$ cat src/rtl/wpc_pkg.sv
package wpc_pkg;
  localparam int ENABLE_BASE = 'h010;
  localparam int CONFIG_BASE = 'h110;
  localparam int MAX_PINS    = 168;

  typedef enum logic [2:0] {
    SENSE_LVL_LO = 3'b000,
    SENSE_FALL   = 3'b010,
    SENSE_LVL_HI = 3'b100,
    SENSE_RISE   = 3'b110,
    SENSE_DUAL   = 3'b111
  } sense_e;
endpackage

$ cat src/rtl/wpc_sync.sv
module wpc_sync #(
  parameter int WIDTH = 8
) (
  input  logic             clk,
  input  logic             rst_n,
  input  logic [WIDTH-1:0] d,
  output logic [WIDTH-1:0] q
);
  logic [WIDTH-1:0] meta_q;
  logic [WIDTH-1:0] meta_d, stab_d;

  always_comb begin
    meta_d = d;
    stab_d = meta_q;
  end

  always_ff @(posedge clk or negedge rst_n) begin
    if (!rst_n) begin
      meta_q <= '0;
      q      <= '0;
    end else begin
      meta_q <= meta_d;
      q      <= stab_d;
    end
  end
endmodule

$ cat src/rtl/wpc_regs.sv
module wpc_regs
  import wpc_pkg::*;
#(
  parameter int NUM_PINS = 40,
  parameter int ADDR_W   = 12
) (
  input  logic                  clk,
  input  logic                  rst_n,
  input  logic                  bus_sel,
  input  logic                  bus_we,
  input  logic [ADDR_W-1:0]     bus_addr,
  input  logic [31:0]           bus_wdata,
  output logic [31:0]           bus_rdata,
  output logic [NUM_PINS-1:0]   en_q,
  output logic [3*NUM_PINS-1:0] cfg_q
);
  localparam int NUM_WORDS = (NUM_PINS + 31) / 32;

  logic                  wr;
  logic [NUM_WORDS*32-1:0] en_pad;

  assign wr = bus_sel & bus_we;

  for (genvar p = 0; p < NUM_PINS; p++) begin : g_pin
    localparam logic [ADDR_W-1:0] EN_ADDR  = ADDR_W'(ENABLE_BASE + 4 * (p / 32));
    localparam logic [ADDR_W-1:0] CFG_ADDR = ADDR_W'(CONFIG_BASE + 4 * p);
    logic       en_r, en_d;
    logic [2:0] cfg_r, cfg_d;

    always_comb begin
      en_d  = en_r;
      cfg_d = cfg_r;
      if (wr && bus_addr == EN_ADDR)  en_d  = bus_wdata[p % 32];
      if (wr && bus_addr == CFG_ADDR) cfg_d = bus_wdata[2:0];
    end

    always_ff @(posedge clk or negedge rst_n) begin
      if (!rst_n) begin
        en_r  <= 1'b0;
        cfg_r <= 3'b000;
      end else begin
        en_r  <= en_d;
        cfg_r <= cfg_d;
      end
    end

    assign en_q[p]        = en_r;
    assign cfg_q[3*p +: 3] = cfg_r;
  end

  assign en_pad = {{(NUM_WORDS*32-NUM_PINS){1'b0}}, en_q};

  always_comb begin
    bus_rdata = '0;
    if (bus_sel) begin
      for (int w = 0; w < NUM_WORDS; w++)
        if (bus_addr == ADDR_W'(ENABLE_BASE + 4 * w)) bus_rdata = en_pad[w*32 +: 32];
      for (int p = 0; p < NUM_PINS; p++)
        if (bus_addr == ADDR_W'(CONFIG_BASE + 4 * p)) bus_rdata = {29'b0, cfg_q[3*p +: 3]};
    end
  end
endmodule

$ cat src/rtl/wpc_pin_conv.sv
module wpc_pin_conv
  import wpc_pkg::*;
(
  input  logic       clk,
  input  logic       rst_n,
  input  logic [2:0] sense,
  input  logic       enable,
  input  logic       level_s,
  output logic       irq
);
  logic hist_q, hist_d;
  logic irq_d;
  logic rise, fall, fwd;

  always_comb begin
    rise   = level_s & ~hist_q;
    fall   = ~level_s & hist_q;
    hist_d = level_s;
    case (sense)
      SENSE_LVL_LO: fwd = ~level_s;
      SENSE_LVL_HI: fwd = level_s;
      SENSE_RISE:   fwd = rise;
      SENSE_FALL:   fwd = fall;
      SENSE_DUAL:   fwd = rise | fall;
      default:      fwd = 1'b0;
    endcase
    irq_d = enable & fwd;
  end

  always_ff @(posedge clk or negedge rst_n) begin
    if (!rst_n) begin
      hist_q <= 1'b0;
      irq    <= 1'b0;
    end else begin
      hist_q <= hist_d;
      irq    <= irq_d;
    end
  end
endmodule

$ cat src/rtl/wake_polarity_front.sv
module wake_polarity_front
  import wpc_pkg::*;
#(
  parameter int NUM_PINS = 40,
  parameter int ADDR_W   = 12
) (
  input  logic                clk,
  input  logic                rst_n,
  input  logic [NUM_PINS-1:0] pin_in,
  input  logic                bus_sel,
  input  logic                bus_we,
  input  logic [ADDR_W-1:0]   bus_addr,
  input  logic [31:0]         bus_wdata,
  output logic [31:0]         bus_rdata,
  output logic [NUM_PINS-1:0] irq_out
);
  logic                  rst_meta_q, rst_sync_n;
  logic [NUM_PINS-1:0]   pin_s;
  logic [NUM_PINS-1:0]   en_q;
  logic [3*NUM_PINS-1:0] cfg_flat;

  always_ff @(posedge clk or negedge rst_n) begin
    if (!rst_n) begin
      rst_meta_q <= 1'b0;
      rst_sync_n <= 1'b0;
    end else begin
      rst_meta_q <= 1'b1;
      rst_sync_n <= rst_meta_q;
    end
  end

  wpc_sync #(.WIDTH(NUM_PINS)) u_sync (
    .clk(clk), .rst_n(rst_sync_n), .d(pin_in), .q(pin_s)
  );

  wpc_regs #(.NUM_PINS(NUM_PINS), .ADDR_W(ADDR_W)) u_regs (
    .clk(clk), .rst_n(rst_sync_n), .bus_sel(bus_sel), .bus_we(bus_we),
    .bus_addr(bus_addr), .bus_wdata(bus_wdata), .bus_rdata(bus_rdata),
    .en_q(en_q), .cfg_q(cfg_flat)
  );

  for (genvar p = 0; p < NUM_PINS; p++) begin : g_conv
    wpc_pin_conv u_conv (
      .clk(clk), .rst_n(rst_sync_n), .sense(cfg_flat[3*p +: 3]),
      .enable(en_q[p]), .level_s(pin_s[p]), .irq(irq_out[p])
    );
  end
endmodule

$ cat config.mk
export PLATFORM = sky130hd
export DESIGN_NAME = wake_polarity_front
export DESIGN_NICKNAME = d
export VERILOG_FILES = /design/src/rtl/wpc_pkg.sv /design/src/rtl/wpc_sync.sv /design/src/rtl/wpc_regs.sv /design/src/rtl/wpc_pin_conv.sv /design/src/rtl/wake_polarity_front.sv
export SDC_FILE = /design/constraint.sdc
export NUM_CORES = 1
export LEC_CHECK = 0
export BUFFER_PORTS_ARGS = -buffer_cell sky130_fd_sc_hd__buf_4
export CORE_ASPECT_RATIO = 1.75
export CORE_MARGIN = 2
export CORE_UTILIZATION = 61
export CTS_BUF_LIST = sky130_fd_sc_hd__clkbuf_4 sky130_fd_sc_hd__clkbuf_8 sky130_fd_sc_hd__clkbuf_16
export CTS_CLUSTER_SIZE = 10
export DETAILED_ROUTE_END_ITERATION = 7
export GPL_TIMING_DRIVEN = 0
export PLACE_DENSITY = 0.82
export SYNTH_ARGS = -nofsm -noshare
export SYNTH_HDL_FRONTEND = slang
export SYNTH_SLANG_ARGS = --single-unit
$ cat constraint.sdc
create_clock -name clk -period 28.7 [get_ports clk]
set_input_delay 1.435 -clock clk [delete_from_list [all_inputs] [get_ports clk]]
set_output_delay 1.435 -clock clk [all_outputs]
set_load 0.02 [all_outputs]
### After elaboration in Yosys (flattened, before gate mapping)

Index checks and enable logic that the tools add are counted.

* logic and storage cells: 772
* bits in registers: 322

* reduce and logical (&&, ||, !) cells: 82
* bitwise gates (word level): 241
* equality and inequality tests: 202
* muxes and demuxes: 83

Operators by type and width (count)
* two-way mux 32 bit: 43
* equality test 12 x 9 -> 1 bit, second input constant: 40
* equality test 3 bit, second input constant: 120
* one-hot mux 1 bit (5 select lines): 40
* bitwise AND 1 bit: 121
* equality test 3 x 2 -> 1 bit, second input constant: 40
* zero test 3 bit: 40
* inverter 1 bit: 80
* logical AND 1 bit: 42
* bitwise OR 1 bit: 40
* equality test 12 x 5 -> 1 bit, second input constant: 2

### Longest topological paths before layout

* depth after elaboration: 44
* mapped depth: 11
* mapped depth without buffers: 8

### Hierarchy

Synthesis repeated with hierarchy kept, for this count alone.

* cells, all modules: 1434
* area total of the unflattened synthesis: 16355.7 um2

Modules (own cells, without submodules)
* wpc_regs: cells an instance 831, instances 1, area each 8844.7 um2, sequential area each 4003.8 um2
* wpc_pin_conv: cells an instance 13, instances 40, area each 136.4 um2, sequential area each 50.0 um2
* wpc_sync: cells an instance 80, instances 1, area each 2001.9 um2, sequential area each 2001.9 um2
* wake_polarity_front: cells an instance 3, instances 1, area each 53.8 um2, sequential area each 50.0 um2

### Worst setup path before layout

No wires, ideal clock.

* path type: in2out
* from: in bus_addr[3]
* to: out bus_rdata[2]
* setup slack: 23.547 ns
* stages on the path: 10
* arrival: 3.718 ns
* path through: buf_4 or4b_1 buf_2 nor2_1 nand2_1 mux2i_1 o211ai_2 a21oi_1 or4b_1 a21oi_1

* cells in the longest elaborated chain, start to end: 44

Ends and longest elaborated chain
* from (decl): RTL line wake_polarity_front.sv:12 `input logic [ADDR_W-1:0] bus_addr,`
* equality test 12 x 5 -> 1 bit: RTL line wpc_regs.sv:57 `if (bus_addr == ADDR_W'(ENABLE_BASE + 4 * w)) bus_rdata = en_pad[w*32 +: 32];`
* two-way mux 32 bit (2 in a row): RTL line wpc_regs.sv:57
* two-way mux 32 bit (39 in a row): RTL line wpc_regs.sv:59 `if (bus_addr == ADDR_W'(CONFIG_BASE + 4 * p)) bus_rdata = {29'b0, cfg_q[3*p +: 3]};`
* two-way mux 32 bit *: RTL line wpc_regs.sv:59
* two-way mux 32 bit *: RTL line wpc_regs.sv:55 `if (bus_sel) begin`
* to (decl): RTL line wake_polarity_front.sv:14 `output logic [31:0] bus_rdata,`

Every way passes the cells marked *; elsewhere a longest branch is shown, timed or not.

### Final worst setup path

* from: in bus_addr[1]
* to: out bus_rdata[2]

The elaborated chain is that of the path after synthesis.

==> results.cfg <==
[outcome]
status = complete, no violations

[detailed_routing]
drt-initial-drc-count = 856
via_per_inst = 6.192
firstDrtPassIters = 5
drt-total-wl_um = 47100
wl_per_cell_um = 23.64
drcViolationCount = 0
postRouteAntennaNets = 0
vias = 12340

[critical_path]
crit_start = bus_addr[1]
start_kind = input port
arrival_ns = 5.20
critPathRequiredTime_ns = 27.26
crit_fanout = 10
reg2regPathDepth = 2
r2r_end = g_conv[23].u_conv.irq
crit_chain = buf_4 > buf_6 > nor4_2 > nand2_1 > clkbuf_1 > o22ai_1 > a2111oi_0 > a21oi_1 > a21boi_0 > a21oi_1 > buf_4
crit_slowest_cell = nor4_2
worstReg2RegStart = rst_sync_n
path_delay_family = simple AND/OR/NAND/NOR gates
endpoint_kind = output port
regToRegSetupSlack_ns = 27.06
cpPeakStageDelay_ns = 0.96
critical_path_class = in -> out
worst-path-buf-inv = 4

[synthesis]
netlist_area_um2 = 16120
yosys_warnings = 0
ys_dominant_reg_cell = dfrtp_1
ys_seq_area_share_pct = 50.00
synth_top_area_cell = dfrtp_1
synth.area.top_cells = dfrtp_1 (50%), mux2_2 (11%), ha_1 (6.2%)
ys_types = 77
synth-edff-count = 0
netlist.area_leader.share_pct = 50.00
synthCells = 1467
ys_ff_latch = 322
synth_nets = 1635
async_reset_ff_share_pct = 100.0
synth_most_common_cell = dfrtp_1
syn_area_per_cell_um2 = 10.99
synth_common_cells = dfrtp_1 (322), mux2_2 (152), inv_1 (109)

[timing]
fmax_ghz = 0.1507
relSlewSlack_pct = 18.61
slew_viol_final = 0
final.period_utilization_pct = 23.12
hold_viol = 0
clock-skew-final_ns = 0.01886
layout_setup_ws_ns = 22.06
grt_setup_unrepaired = no
period_needed_ns = 6.637
fin_tns_setup_ns = 0
worst_slew_pin_slew_ns = 1.204
finalSetupViolCount = 0

[flow_run]
cap_violations = 0

[worst_hold_path]
hold-path-endpoint = u_sync.q[26]
worstHoldStart = u_sync.meta_q[26]
min_path_type = reg -> reg
hold_path_depth = 0

[clock_tree]
path_clk_slew_ns = 0.06
cts_root_buf = clkbuf_16
postCtsResizedCells = 0
postCtsSetupRepairBufs = 0
ctsHoldBuffers = 0
clk_latency_ns = 0.53
cts_tree = yes
cts_buffers = 38
cts_buffer_depth = 3
clock-sinks = 322
htree_levels = 2

[global_route]
grt_pass1_wl_um = 72610
grtUsageTotal_pct = 34.47
grt_antenna_before_repair = 0
overflow = 0
grt_pass1_vias = 13260
grt_max_degree = 76

[die]
dieArea_um2 = 27790
die_w_um = 126.9
start_util_pct = 62.08
die_y_um = 219.0
io_pins = 160
coreArea_um2 = 25960
num_rows = 78

[place]
placed_area_um2 = 17810
port-buffer-count = 156
hpwl_um = 34090
place_ws_ns = 22.26
place_congestion = 0.9623

[cells_and_area]
multi_input_area_um2 = 7067
drive_above_1_share_pct = 26.67
fin_area_um2 = 18820
area_delta_synth_final_pct = 16.79
final-seq-area_um2 = 8061
diodes = 0
fillCellCount = 1762
finalNetCount = 1836

[pwr]
ir_drop_v = 0.00006617
p_leak_nw = 9.228
power_density_nw_per_um2 = 50.51
p_total_mw = 0.9507
==> how the worst max path moves through the flow <==
stage | end | slack, ns | cells past startpoint
after floorplan | g_conv[0].u_conv.hist_q | 19.06 | 0
after global placement | g_conv[26].u_conv.irq | 16.27 | 0
after detailed placement | bus_rdata[2] | 22.26 | 11
after CTS | bus_rdata[2] | 22.26 | 11
after global routing | bus_rdata[2] | 22.07 | 11
final | bus_rdata[2] | 22.06 | 11
==> power breakdown <==
part           internal, mW  switching (mW)  leakage [nW]
Sequential            0.464         0.00816          4.22
Combinational        0.0238          0.0388          4.51
Clock                 0.243           0.173         0.505
==> area by class of cell <==
class	instances	area share, %
clock inverter	3	0.09971
timing repair buffer	161	6.834
multi-input combinational	937	37.55
inverter	109	2.174
tap	320	2.127
clock buffer	41	5.298
sequential	322	42.83
buffer	99	3.091
==> cell usage in the layout (no fill, tap or decap), types with 39 or more instances in the layout <==
master and count:
nor2_1 89, clkbuf_16 39, dfrtp_1 321, buf_4 198, ha_1 80, mux2_2 152
o21ai_0 76, and2_1 50, a21oi_1 78, nand4b_1 42, nand2_1 97, inv_1 109
==> metal layers <==
layer | track usage (%) | vias up | part of all wire, %
met1 | 39.05 | 6223 | 37
met5 | 0 | - | 0
met3 | 6.168 | 153 | 5.4
met4 | 18.21 | 0 | 5.7
met2 | 61.61 | 426 | 52
li1 | - | 5533 | -
==> per-stage QoR <==
| step | cells | util, % | hold WS, ns |
|---|---|---|---|
| floorplan | 1467 | - | 0.3312 |
| global placement | 1943 | 68.13 | 0.3313 |
| detailed placement | 1948 | 68.59 | 0.3347 |
| CTS | 1992 | 72.50 | 0.3466 |
| global route | 1992 | 72.50 | 0.3529 |
| finish | 1992 | 72.50 | 0.3433 |
==> registers in the layout (all words and copies together) (netlist names) <==
| name | flops |
|---|---|
| u_regs.g_pin.cfg_r | 120 |
| g_conv.u_conv.hist_q | 40 |
| g_conv.u_conv.irq | 40 |
| u_regs.g_pin.en_r | 40 |
| u_sync.meta_q | 40 |
| u_sync.q | 40 |
| rst_meta_q | 1 |
| rst_sync_n | 1 |
==> kinds of logic after synthesis <==
logic type	after synthesis	synth area share, %
AOI/OAI and AO/OA	274	10.75
adders and majority gates	80	6.211
buffers and inverters	208	6.149
DFF	322	50.00
muxes	182	12.64
other	1	0.02327
and+or+nand+nor	400	14.23
Note: power is estimated with default switching activity, not from simulation.
